### config.mk
export PLATFORM = sky130hd
export DESIGN_NAME = sar_rd_ctrl
export DESIGN_NICKNAME = d
export VERILOG_FILES = /design/src/rtl/sar_rd_pkg.sv /design/src/rtl/sar_sclk_gen.sv /design/src/rtl/sar_shift_in.sv /design/src/rtl/sar_gap_timer.sv /design/src/rtl/sar_rd_ctrl.sv
export SDC_FILE = /design/constraint.sdc
export NUM_CORES = 1
export LEC_CHECK = 0
export BUFFER_PORTS_ARGS = -buffer_cell sky130_fd_sc_hd__buf_2
export CORE_UTILIZATION = 35
export CTS_CLUSTER_SIZE = 14
export DETAILED_ROUTE_END_ITERATION = 7
export MAX_ROUTING_LAYER = met4
export SYNTH_ARGS = -nofsm -noshare
export SYNTH_HDL_FRONTEND = slang
export SYNTH_SLANG_ARGS = --single-unit
### constraint.sdc
create_clock -name clk -period 4.79 [get_ports clk]
set_input_delay 0.2395 -clock clk [delete_from_list [all_inputs] [get_ports clk]]
set_output_delay 0.2395 -clock clk [all_outputs]
set_load 0.02 [all_outputs]
### src/rtl/sar_rd_pkg.sv
package sar_rd_pkg;

    localparam int FRAME_PER  = 16;
    localparam int RES_BITS   = 12;
    localparam int PER_W      = $clog2(FRAME_PER);
    // zero-based serial periods whose rising edge carries a result bit
    localparam logic [PER_W-1:0] DATA_FIRST_PER = PER_W'(3);
    localparam logic [PER_W-1:0] DATA_LAST_PER  = PER_W'(3 + RES_BITS - 1);
    localparam logic [PER_W-1:0] FINAL_PER      = PER_W'(FRAME_PER - 1);

    typedef enum logic [1:0] {
        ST_IDLE,
        ST_FRAME,
        ST_GAP
    } rd_state_e;

    typedef struct packed {
        logic [PER_W-1:0] per;
        logic             hi;
    } sclk_pos_t;

    function automatic logic div_in_range(input int unsigned d,
                                          input int unsigned lo,
                                          input int unsigned hi);
        return (d >= lo) && (d <= hi);
    endfunction

endpackage

### src/rtl/sar_sclk_gen.sv
module sar_sclk_gen
    import sar_rd_pkg::*;
#(
    parameter int DIV_W = 16
) (
    input  logic             clk,
    input  logic             rst,
    input  logic             run,
    input  logic [DIV_W-1:0] half_len,
    output sclk_pos_t        pos,
    output logic             rise_tick,
    output logic             end_tick
);
    logic [DIV_W-1:0] cnt;
    logic             tick;

    assign tick      = run && (cnt == half_len - DIV_W'(1));
    assign rise_tick = tick && !pos.hi;
    assign end_tick  = tick && pos.hi && (pos.per == FINAL_PER);

    always_ff @(posedge clk) begin
        if (rst || !run) begin
            cnt <= '0;
            pos <= '0;
        end else if (tick) begin
            cnt    <= '0;
            pos.hi <= !pos.hi;
            if (pos.hi) begin
                pos.per <= pos.per + PER_W'(1);
            end
        end else begin
            cnt <= cnt + DIV_W'(1);
        end
    end
endmodule

### src/rtl/sar_shift_in.sv
module sar_shift_in
    import sar_rd_pkg::*;
(
    input  logic                clk,
    input  logic                rst,
    input  logic                clr,
    input  logic                shift_en,
    input  logic                din,
    output logic [RES_BITS-1:0] word
);
    always_ff @(posedge clk) begin
        if (rst || clr) begin
            word <= '0;
        end else if (shift_en) begin
            word <= {word[RES_BITS-2:0], din};
        end
    end
endmodule

### src/rtl/sar_gap_timer.sv
module sar_gap_timer #(
    parameter int GAP_W = 8
) (
    input  logic             clk,
    input  logic             rst,
    input  logic             arm,
    input  logic [GAP_W-1:0] gap_min,
    output logic             expired
);
    logic [GAP_W-1:0] cnt;

    assign expired = (cnt >= gap_min);

    always_ff @(posedge clk) begin
        if (rst) begin
            cnt <= '0;
        end else if (arm) begin
            cnt <= GAP_W'(1);
        end else if (!expired) begin
            cnt <= cnt + GAP_W'(1);
        end
    end
endmodule

### src/rtl/sar_rd_ctrl.sv
module sar_rd_ctrl
    import sar_rd_pkg::*;
#(
    parameter int DIV_W    = 16,
    parameter int GAP_W    = 8,
    parameter int MIN_HALF = 79,
    parameter int MAX_HALF = 12500
) (
    input  logic                clk,
    input  logic                rst,
    input  logic                start,
    input  logic                cpol,
    input  logic [DIV_W-1:0]    half_div,
    input  logic [GAP_W-1:0]    gap_min,
    input  logic                sdata_in,
    output logic                sclk_o,
    output logic                cs_n_o,
    output logic                busy,
    output logic                done,
    output logic [RES_BITS-1:0] result
);
    rd_state_e           st;
    logic                pend;
    logic [DIV_W-1:0]    half_q;
    logic                div_ok;
    logic                req;
    logic                launch;
    sclk_pos_t           pos;
    logic                rise_tick;
    logic                end_tick;
    logic                cap_en;
    logic                gap_done;
    logic [RES_BITS-1:0] shift_word;

    assign div_ok = div_in_range(int'(half_div), MIN_HALF, MAX_HALF);
    assign req    = start || pend;
    assign launch = (st == ST_IDLE) && req && div_ok;
    assign cap_en = rise_tick && (pos.per >= DATA_FIRST_PER) && (pos.per <= DATA_LAST_PER);
    assign sclk_o = cs_n_o ? cpol : pos.hi;

    sar_sclk_gen #(.DIV_W(DIV_W)) u_sclk (
        .clk       (clk),
        .rst       (rst),
        .run       (st == ST_FRAME),
        .half_len  (half_q),
        .pos       (pos),
        .rise_tick (rise_tick),
        .end_tick  (end_tick)
    );

    sar_shift_in u_shift (
        .clk      (clk),
        .rst      (rst),
        .clr      (launch),
        .shift_en (cap_en),
        .din      (sdata_in),
        .word     (shift_word)
    );

    sar_gap_timer #(.GAP_W(GAP_W)) u_gap (
        .clk     (clk),
        .rst     (rst),
        .arm     ((st == ST_FRAME) && end_tick),
        .gap_min (gap_min),
        .expired (gap_done)
    );

    always_ff @(posedge clk) begin
        if (rst) begin
            st     <= ST_IDLE;
            pend   <= 1'b0;
            half_q <= DIV_W'(MIN_HALF);
            cs_n_o <= 1'b1;
            busy   <= 1'b0;
            done   <= 1'b0;
            result <= '0;
        end else begin
            done <= 1'b0;
            unique case (st)
                ST_IDLE: begin
                    if (req) begin
                        pend <= 1'b0;
                    end
                    if (launch) begin
                        st     <= ST_FRAME;
                        half_q <= half_div;
                        cs_n_o <= 1'b0;
                        busy   <= 1'b1;
                    end
                end
                ST_FRAME: begin
                    if (start) begin
                        pend <= 1'b1;
                    end
                    if (end_tick) begin
                        st     <= ST_GAP;
                        cs_n_o <= 1'b1;
                        busy   <= 1'b0;
                        done   <= 1'b1;
                        result <= shift_word;
                    end
                end
                ST_GAP: begin
                    if (start) begin
                        pend <= 1'b1;
                    end
                    if (gap_done) begin
                        st <= ST_IDLE;
                    end
                end
                default: st <= ST_IDLE;
            endcase
        end
    end
endmodule

==> results of run 1 <==
[logic make-up after synthesis]
family	Yosys count	share of synthesized area
simple gates	184	0.237
flops	75	0.380
compound gates	58	0.110
buf+inv	45	0.0453
xor+xnor	37	0.0820
mux	35	0.0887
fa+ha+maj	18	0.0564
[worst reg2reg max path, stage by stage (launching register included)]
cell,delay (ps)
dfxtp_1,370
inv_1,90
ha_1,310
nor4b_2,510
nand2_1,140
o311ai_0,450
o22ai_1,220
or4_1,600
nor4_4,760
mux2i_1,280
[final timing paths]
| path | slack (ps) | depth (start not counted) | endpoint | start |
|---|---|---|---|---|
| max | 990 | 9 | u_shift.word[5]$_SDFFE_PP0P_ | half_q[0]$_SDFFE_PP1P_ |
| min | 140 | 3 | half_q[10]$_SDFFE_PP0P_ | half_div[10] |
| max reg2reg | 990 | 9 | u_shift.word[5]$_SDFFE_PP0P_ | half_q[0]$_SDFFE_PP1P_ |
| min reg2reg | 470 | 2 | u_shift.word[11]$_SDFFE_PP0P_ | u_shift.word[11]$_SDFFE_PP0P_ |
[cell type report]
type / count / area share
Tap cell: 140 / 0.0378
Timing Repair Buffer: 47 / 0.0524
Multi-Input combinational cell: 332 / 0.494
Clock buffer: 9 / 0.0487
Inverter: 26 / 0.0211
Sequential cell: 75 / 0.324
Clock inverter: 7 / 0.0214
[cells in the mapped netlist, drive strengths merged (6+ instances only)]
library cell / number / area share
dfxtp: 75 / 0.38
nor2: 61 / 0.058
mux2i: 35 / 0.089
nand2: 34 / 0.032
inv: 26 / 0.025
xnor2: 20 / 0.044
ha: 17 / 0.054
nand3: 17 / 0.022
xor2: 17 / 0.038
a21oi: 14 / 0.018
clkbuf: 12 / 0.012
nor3: 12 / 0.015
nand4: 9 / 0.014
or4: 9 / 0.019
buf: 7 / 0.0089
nor2b: 6 / 0.0095
nor4: 6 / 0.013
o21ai: 6 / 0.0076
[cells in the final DEF, fill, tap and decap left out, types with 2 or more instances in the layout]
master,n
a2111oi_0,2
a211o_1,5
a211oi_1,5
a21oi_1,14
and2_1,2
and3_1,5
buf_2,44
buf_4,3
bufinv_16,2
clkbuf_16,9
dfxtp_1,75
ha_1,17
inv_1,26
inv_6,2
mux2i_1,35
nand2_1,34
nand2b_1,5
nand3_1,17
nand4_1,9
nand4b_1,2
nor2_1,61
nor2b_1,6
nor3_1,12
nor3b_1,3
nor4_1,4
nor4_4,2
o2111ai_1,2
o21a_1,2
o21ai_0,6
o21ba_2,2
o311ai_0,2
o31ai_1,4
or2_2,4
or3_1,2
or4_1,7
or4_4,2
xnor2_1,20
xor2_1,17
[report_power, final]
group / total [mW] / internal, mW / switching, mW
logic: 0.203 / 0.0821 / 0.121
clock network: 0.734 / 0.460 / 0.275
registers: 0.676 / 0.647 / 0.0292
total: 1.61 / 1.19 / 0.425
[state kept, by name, summed over array words and instances, names as in the netlist]
register and count:
cs_n_o 1, u_sclk.pos 5, u_sclk.cnt 16, busy 1, done 1, result 12
u_gap.cnt 8, st 2, half_q 16, pend 1, u_shift.word 12
[through the flow]
stage / instances / setup slack (ps) / utilization / instance area (µm²) / hold slack, ps
2_1_floorplan: 452 / 1610 / - / 3950 / 382
3_3_place_gp: 620 / 1160 / 0.394 / 4300 / 454
3_5_place_dp: 620 / 1020 / 0.394 / 4300 / 458
4_1_cts: 636 / 1000 / 0.423 / 4630 / 139
5_1_grt: 636 / 696 / 0.423 / 4630 / 154
6_report: 636 / 991 / 0.423 / 4630 / 143
[layer usage]
metal | global-route usage | share of wire
met5 | - | 0
met2 | 0.255 | 0.45
met3 | 0.0452 | 0.043
met4 | 0.0577 | 0.014
met1 | 0.209 | 0.49
==> results.toml, run 1 <==
[routing]
drt-wirelength-per-cell_um = 13.7
postRouteAntennaNets = 0
routed_wl_um = 8700
initialDrtViolationCount = 138
firstDrtPassIters = 5
avgViaCountPerCell = 5.13
dr_total_vias = 3260
drc = 0

[clock_tree]
ctsResizeCount = 0
clock-sinks = 75
cts_setup_buffers = 0
clkTransAtPathRegs_ps = 60
cts_buffers = 9
cts_max_level = 3
clockBufferDepth = 2
cts_tree = "yes"
hold_buffers = 0
worstSkewPairLatency_ps = 340
cts-root-buf = "clkbuf_16"

[power]
ir_worst_vdd_mv = 0.187
power.density_mw_per_mm2 = 349
total_leakage_power_nw = 1.81
total_power_mw = 1.61

[yosys]
synthArstFlopShare = 0
syn_inst = 452
synth_cell_types = 60
synth_area_mm2 = 0.00395
synth_fp_nets = 498
synth_edf_count = 0
seq_area_frac_synth = 0.380
yosys_warnings = 0
ys.flop_type = "dfxtp_1"
postSynthAreaPerCell_um2 = 8.74
synth-seq-cells = 75

[sta]
maxSlewViolCount = 0
finalCritPeriodShare = 0.793
grt_setup_unrepaired = "false"
tns_ps = 0
setup_viol = 0
max_freq_mhz = 263
finalCriticalPeriod_ps = 3800
relSlewSlack = 0.342
clock_skew_ps = 9.16
hold_viol = 0
worstMarginPinSlew_ps = 980

[critical_path]
path_buf_inv = 1
end_kind = "register"
cp.arrival_ps = 4060
worst_setup_path_start_kind = "register"
max_stage_delay_ps = 760
cpLargestDelayFamily = "simple AND/OR/NAND/NOR gates"
path_class = "reg2reg"
worstPathMaxFanout = 12
crit_chain = "inv_1 > ha_1 > nor4b_2 > nand2_1 > o311ai_0 > o22ai_1 > or4_1 > nor4_4 > mux2i_1"
required_ps = 5050
slowest_stage = "nor4_4"

[finish]
syn2layout_area_growth_pct = 17.2
regArea_mm2 = 0.00150
nFillCells = 1045
nets = 537
drive_gt1_frac = 0.153
multi_input_area_mm2 = 0.00229
diodes = 0

[die]
core_mm2 = 0.0109
die_x_um = 108
num_io_pins = 45
start_util = 0.361
rows = 38
die_h_um = 108
dieArea_mm2 = 0.0117

[global_route]
grt_max_degree = 39
grt_use_total = 0.166
antenna_found_initial = 0
grt_pass1_vias = 3048
grt_overflow = 0
grt_pass1_wl_um = 14500

[job]
cap_violations = 0

[status]
outcome = "complete, no violations"

[placed_design]
dp_hpwl_um = 6410
gp_congestion = 0.817
io_buffers = 44

[worst_hold_path]
hp-class = "in2reg"
Power figures use the tool's default switching activity.
==> run 2: changes to the inputs <==
--- a/config.mk
+++ b/config.mk
@@ -5,6 +5,7 @@
 export SDC_FILE = /design/constraint.sdc
 export NUM_CORES = 1
 export LEC_CHECK = 0
+export ABC_AREA = 1
 export BUFFER_PORTS_ARGS = -buffer_cell sky130_fd_sc_hd__buf_2
 export CORE_UTILIZATION = 35
 export CTS_CLUSTER_SIZE = 14
==> constraint.sdc (replaced) <==
create_clock -name clk -period 3.24 [get_ports clk]
set_input_delay 0.162 -clock clk [delete_from_list [all_inputs] [get_ports clk]]
set_output_delay 0.162 -clock clk [all_outputs]
set_load 0.02 [all_outputs]
==> run 2 against run 1 <==
  * Die area up 5.0%
  * Critical path depth grew 3
  * Via count rose by 14%
  * Largest cell class unchanged
  * Cell count is 22% higher
  * Synthesized area up 5.1%
  * Combinational power increased by 130%
  * Critical endpoint is now st[0]$_SDFFE_PP0P_
  * First-iteration DRC count fell by 8.0%
  * Flip-flop and latch count stayed put
  * Worst setup slack got worse by 330 ps
  * Global-route usage is 0.67 points higher
==> results.toml, run 2 <==
[status]
outcome = "complete, no violations"

[finish]
final_common_cell = "nand2_1"
diodes = 0
nets = 675
syn2layout_area_growth_pct = 15.8
finalNonFillerCells = 777
reg_top3 = "half_q: 16 flops, u_sclk.cnt: 16 flops"
drive_gt1_frac = 0.159
final_cell_mix = "nand2_1 (127), nor2_1 (79), dfxtp_1 (75)"

[worst_hold_path]
min_to = "half_q[1]$_SDFFE_PP1P_"
min_path_cells = 3
hp-class = "in2reg"
hold_start = "half_div[1]"

[power]
power_switching_mw = 0.792
ir_worst_vdd_mv = 0.288
switching_share = 0.312
total_leakage_power_nw = 2.14
total_power_mw = 2.54
clockPowerShare = 0.409
pwr-share-comb = 0.187
sequentialPowerShare = 0.404
p_int_mw = 1.74
power.density_mw_per_mm2 = 528

[clock_tree]
cts_tree = "yes"
cts-root-buf = "clkbuf_16"
cts_max_level = 3
clkTransAtPathRegs_ps = 60
ctsResizeCount = 0
clock-sinks = 75
worstSkewPairLatency_ps = 340
hold_buffers = 0
cts_buffers = 9
cts_setup_buffers = 0
clockBufferDepth = 2

[critical_path]
slowest_stage = "nor4_1"
r2r_end = "st[0]$_SDFFE_PP0P_"
cp.arrival_ps = 2840
reg2reg_from = "st[0]$_SDFFE_PP0P_"
required_ps = 3510
cpMostUsedCell = "inv_1"
r2r_cells = 12
max_stage_delay_ps = 420
crit_chain = "inv_1 > ha_1 > inv_1 > nor4_1 > nand2_1 > inv_1 > nand2_1 > nand2_1 > o21ai_0 > inv_1 > nand3_1 > a21oi_1"
end_kind = "register"
worstPathMaxFanout = 17
path_class = "reg2reg"
reg2reg_slack_ps = 670
worst_setup_path_start_kind = "register"

[placed_design]
io_buffers = 44
gp_congestion = 0.845
dp_cells = 761
dp_hpwl_um = 7280
dp_slack_ps = 666

[routing]
drt-wirelength-per-cell_um = 12.3
postRouteAntennaNets = 0
dr_total_vias = 3717
firstDrtPassIters = 4
drc = 0
initialDrtViolationCount = 127
avgViaCountPerCell = 4.78
routed_wl_um = 9580

[sta]
setup_viol = 0
worst_slack_ps = 665
clock_skew_ps = 10.4
hold_slack_ps = 68.8
worstMarginPinSlew_ps = 676
max_freq_mhz = 388
maxSlewViolCount = 0
grt_setup_unrepaired = "false"
finalCritPeriodShare = 0.795
tns_ps = 0
relSlewSlack = 0.548
finalCriticalPeriod_ps = 2570
hold_viol = 0

[yosys]
synth_common_cells = "nand2_1 (127), nor2_1 (79), dfxtp_1 (75)"
synth.area.top_cells = "dfxtp_1 (36%), nand2_1 (11%), nor2_1 (7.1%)"
synth_fp_nets = 629
synth_fa_ha_area_frac = 0.0513
yosys.area_share.xor_xnor = 0.0525
ys.flop_type = "dfxtp_1"
synthMuxAreaShare = 0.00241
synth_top_family_by_area = "simple AND/OR/NAND/NOR gates"
syn_inst = 583
synth_simple_gate_area_share = 0.339
yosys.area.top_type = "dfxtp_1"
seq_area_frac_synth = 0.362
yosys_warnings = 0
yosys.area.top_type_share = 0.362
postSynthAreaPerCell_um2 = 7.12
synth-seq-cells = 75
synth_edf_count = 0
synth_cell_types = 42
synthArstFlopShare = 0
synth_area_mm2 = 0.00415
synth_compound_area_frac = 0.111
synth.most_common_cell = "nand2_1"

[global_route]
grt_pass1_vias = 3683
grt_pass1_wl_um = 16900
grt_overflow = 0
grt_use_total = 0.173
antenna_found_initial = 0
grt_max_degree = 21

[job]
cap_violations = 0

[die]
dieArea_mm2 = 0.0123
die_x_um = 111
core_mm2 = 0.0115
rows = 39
start_util = 0.362
die_h_um = 111
num_io_pins = 45
-- run 2: changes by cell type in the layout (fill, tap and decap cells not counted), moves of 7 or more --
| cell | before | now |
|---|---|---|
| inv_1 | 26 | 66 |
| xnor2_1 | 20 | 9 |
| nand3_1 | 17 | 38 |
| nor2_1 | 61 | 79 |
| nand2_1 | 34 | 127 |
| inv_2 | 0 | 7 |
| mux2i_1 | 35 | 1 |
| a21oi_1 | 14 | 41 |
| o21ai_0 | 6 | 27 |
-- run 2: routing by layer --
metal,wire [µm],up-vias,track usage
li1,-,1964,-
met1,4500,1700,0.204
met2,4750,42,0.298
met3,226,11,0.0344
met4,98,0,0.0471
met5,0,-,-
-- run 2: layout make-up --
cell class	instances	area, µm²
clock buffer	9	225
clock inverter	7	81.3
fill	1156	6660
inverter	74	279
multi-input combinational	423	2310
sequential	75	1500
tap	143	179
timing repair buffer	46	235
-- run 2: cell families (layout without fill, tap and decap cells) --
logic type                 after synthesis  count (layout)
buffers and inverters                   85             136
adders and majority gates               17              17
AOI/OAI and AO/OA                       84              84
xor gates and xnor gates                24              24
and+or+nand+nor                        297             297
muxes                                    1               1
DFF                                     75              75
-- run 2: power by group through the flow --
stage	sequential [mW]	combinational, mW	clock (mW)
floorplan	1.04	0.349	0
global placement	1.04	0.457	0
detailed placement	1.05	0.470	0
CTS	1.03	0.474	1.07
global route	1.03	0.539	1.11
finish	1.02	0.474	1.04
-- run 2: worst max-delay path, delay by kind of cell (launching register included) --
family / cells / cell delay, ps
AOI/OAI and AO/OA: 2 / 330
adders and majority gates: 1 / 220
buffers and inverters: 4 / 330
DFF: 1 / 350
and+or+nand+nor: 5 / 1280
-- run 2: worst max path at each step --
stage / start / to / slack (ps) / cells past startpoint
floorplan: half_q[0]$_SDFFE_PP1P_ / u_gap.cnt[2]$_SDFFE_PP0N_ / 1240 / 15
global placement: half_q[0]$_SDFFE_PP1P_ / u_gap.cnt[2]$_SDFFE_PP0N_ / 640 / 14
detailed placement: half_q[0]$_SDFFE_PP1P_ / u_gap.cnt[2]$_SDFFE_PP0N_ / 670 / 14
CTS: half_q[0]$_SDFFE_PP1P_ / u_gap.cnt[2]$_SDFFE_PP0N_ / 650 / 14
global route: half_q[0]$_SDFFE_PP1P_ / u_gap.cnt[2]$_SDFFE_PP0N_ / 390 / 14
finish: st[0]$_SDFFE_PP0P_ / st[0]$_SDFFE_PP0P_ / 670 / 12
-- run 2: per-stage QoR --
| step | cell area (µm²) | util |
|---|---|---|
| 5_1_grt | 4810 | 0.419 |
| 3_5_place_dp | 4500 | 0.392 |
| 4_1_cts | 4810 | 0.419 |
| 6_report | 4810 | 0.419 |
| 3_3_place_gp | 4500 | 0.392 |
| 2_1_floorplan | 4150 | - |
==> run 3: changes to the inputs <==
==> constraint.sdc (replaced) <==
create_clock -name clk -period 2.35 [get_ports clk]
set_input_delay 0.1175 -clock clk [delete_from_list [all_inputs] [get_ports clk]]
set_output_delay 0.1175 -clock clk [all_outputs]
set_load 0.02 [all_outputs]
==> run 3 against run 2 <==
  * Utilization up 1.4 points
  * Power up 42%
  * Via count up 4.3%
  * Sequential power up 38%
  * Cell count up 1.4%
  * Global-route usage down 0.24 points
  * Final area up 3.4%
  * Sequential share of layout area down 1.0 points
  * Clock-buffer cell count unchanged
  * Worst hold slack worse by 46 ps
  * Flip-flop and latch count unchanged
  * Critical path type unchanged
  * Largest power group unchanged
==> results.toml, run 3 (same netlist as run 2, synthesis figures left out) <==
[critical_path]
r2r_end = "u_shift.word[9]$_SDFFE_PP0P_"
required_ps = 2620
reg2reg_slack_ps = 160
worst_setup_path_start_kind = "register"
r2r_cells = 14
end_kind = "register"
reg2reg_from = "half_q[0]$_SDFFE_PP1P_"
path_class = "reg2reg"
worstPathMaxFanout = 7
cp.arrival_ps = 2460

[worst_hold_path]
min_path_cells = 3
hold_start = "sdata_in"
hp-class = "in2reg"
min_to = "u_shift.word[0]$_SDFFE_PP0P_"

[global_route]
grt_pass1_wl_um = 16500
grt_overflow = 0
grt_pass1_vias = 3573
grt_use_total = 0.170
grt_max_degree = 21
antenna_found_initial = 0

[power]
power.density_mw_per_mm2 = 725
p_int_mw = 2.46
switching_share = 0.316
sequentialPowerShare = 0.392
total_power_mw = 3.60
total_leakage_power_nw = 2.19
ir_worst_vdd_mv = 0.458
clockPowerShare = 0.407
power_switching_mw = 1.14
pwr-share-comb = 0.201

[sta]
maxSlewViolCount = 0
hold_viol = 0
clock_skew_ps = 7.69
worstMarginPinSlew_ps = 584
finalCritPeriodShare = 0.931
worst_slack_ps = 163
relSlewSlack = 0.610
setup_viol = 0
max_freq_mhz = 457
finalCriticalPeriod_ps = 2190

[clock_tree]
cts_buffers = 9
cts_tree = "yes"
cts_max_level = 3
worstSkewPairLatency_ps = 340
clock-sinks = 75
clockBufferDepth = 2
clkTransAtPathRegs_ps = 70
hold_buffers = 0
cts-root-buf = "clkbuf_16"

[die]
core_mm2 = 0.0115
die_x_um = 111
die_h_um = 111
start_util = 0.362
dieArea_mm2 = 0.0123
num_io_pins = 45
rows = 39

[finish]
syn2layout_area_growth_pct = 19.8
reg_top3 = "half_q: 16 flops, u_sclk.cnt: 16 flops"
drive_gt1_frac = 0.186
nets = 686
final_common_cell = "nand2_1"
final_cell_mix = "nand2_1 (125), nor2_1 (76), dfxtp_1 (74)"
diodes = 0
nFillCells = 1128

[placed_design]
gp_congestion = 0.850
dp_hpwl_um = 7390
dp_slack_ps = 76.6
io_buffers = 44

[routing]
postRouteAntennaNets = 0
drt-wirelength-per-cell_um = 12.7
routed_wl_um = 9980
drc = 0
initialDrtViolationCount = 131
avgViaCountPerCell = 4.92
dr_total_vias = 3878
firstDrtPassIters = 5

[status]
outcome = "complete, no violations"

[job]
cap_violations = 0
==> run 3: cell types whose count changed in the layout (fill, tap and decap cells not counted), sizes merged <==
cell,delta
buf,+8
inv,+2
nand2,+1
clkinv,-2
nand4,+2
==> run 3: worst max-delay path, cell delays in order, from the launching register on <==
cell	delay, ps
dfxtp_2	330
inv_2	100
ha_4	180
nand2_1	70
nor2_2	150
nand3_1	110
nand3_1	120
o21ai_0	90
nor2_1	120
nand2_1	90
nor2_4	240
nand4_4	190
inv_4	150
nor2_1	60
nor2_1	120
==> run 3: what timing repair did <==
| action | 4_1_cts | 5_1_grt |
|---|---|---|
| setup buffers | 0 | 0 |
| endpoints found under the setup margin | 0 | 56 |
| resized for setup | 0 | 21 |
==> run 3: how the worst max path moves through the flow <==
stage / startpoint / endpoint / slack, ps / depth (start not counted)
floorplan: half_q[0]$_SDFFE_PP1P_ / u_gap.cnt[2]$_SDFFE_PP0N_ / 350 / 15
CTS: half_q[0]$_SDFFE_PP1P_ / u_shift.word[9]$_SDFFE_PP0P_ / 10 / 14
global route: half_q[0]$_SDFFE_PP1P_ / u_shift.word[9]$_SDFFE_PP0P_ / -10 / 14
detailed placement: half_q[0]$_SDFFE_PP1P_ / u_gap.cnt[2]$_SDFFE_PP0N_ / 80 / 14
global placement: half_q[0]$_SDFFE_PP1P_ / u_gap.cnt[2]$_SDFFE_PP0N_ / 110 / 14
finish: half_q[0]$_SDFFE_PP1P_ / u_shift.word[9]$_SDFFE_PP0P_ / 160 / 14
==> run 3: power by group through the flow <==
stage	Sequential [mW]	Clock, mW	Combinational [mW]
after global routing	1.42	1.57	0.818
after floorplan	1.44	0	0.481
after detailed placement	1.44	0	0.687
after CTS	1.41	1.50	0.693
final	1.41	1.47	0.725
after global placement	1.44	0	0.678
==> run 3: per-layer routing <==
layer	part of all wire	global-route usage
met1	0.46	0.203
met2	0.49	0.287
met3	0.033	0.0306
met4	0.014	0.0640
met5	0	-
==> run 3: per-stage QoR <==
stage          utilization  hold slack, ps  cells  TNS (ps)  cell area [µm²]
3_3_place_gp         0.398             366    769         0             4560
4_1_cts              0.425            20.0    785         0             4880
6_report             0.434            22.4    788         0             4970
5_1_grt              0.434            44.6    788     -22.0             4970
3_5_place_dp         0.398             375    769         0             4560
2_1_floorplan            -             248    583         0             4150
==> run 3: cell type report <==
class                      count  area [µm²]  area share
multi-input combinational    426        2390       0.482
sequential                    75        1500       0.302
inverter                      74         285      0.0574
timing repair buffer          54         295      0.0594
tap                          143         179      0.0360
clock inverter                 7        90.1      0.0181
clock buffer                   9         225      0.0453
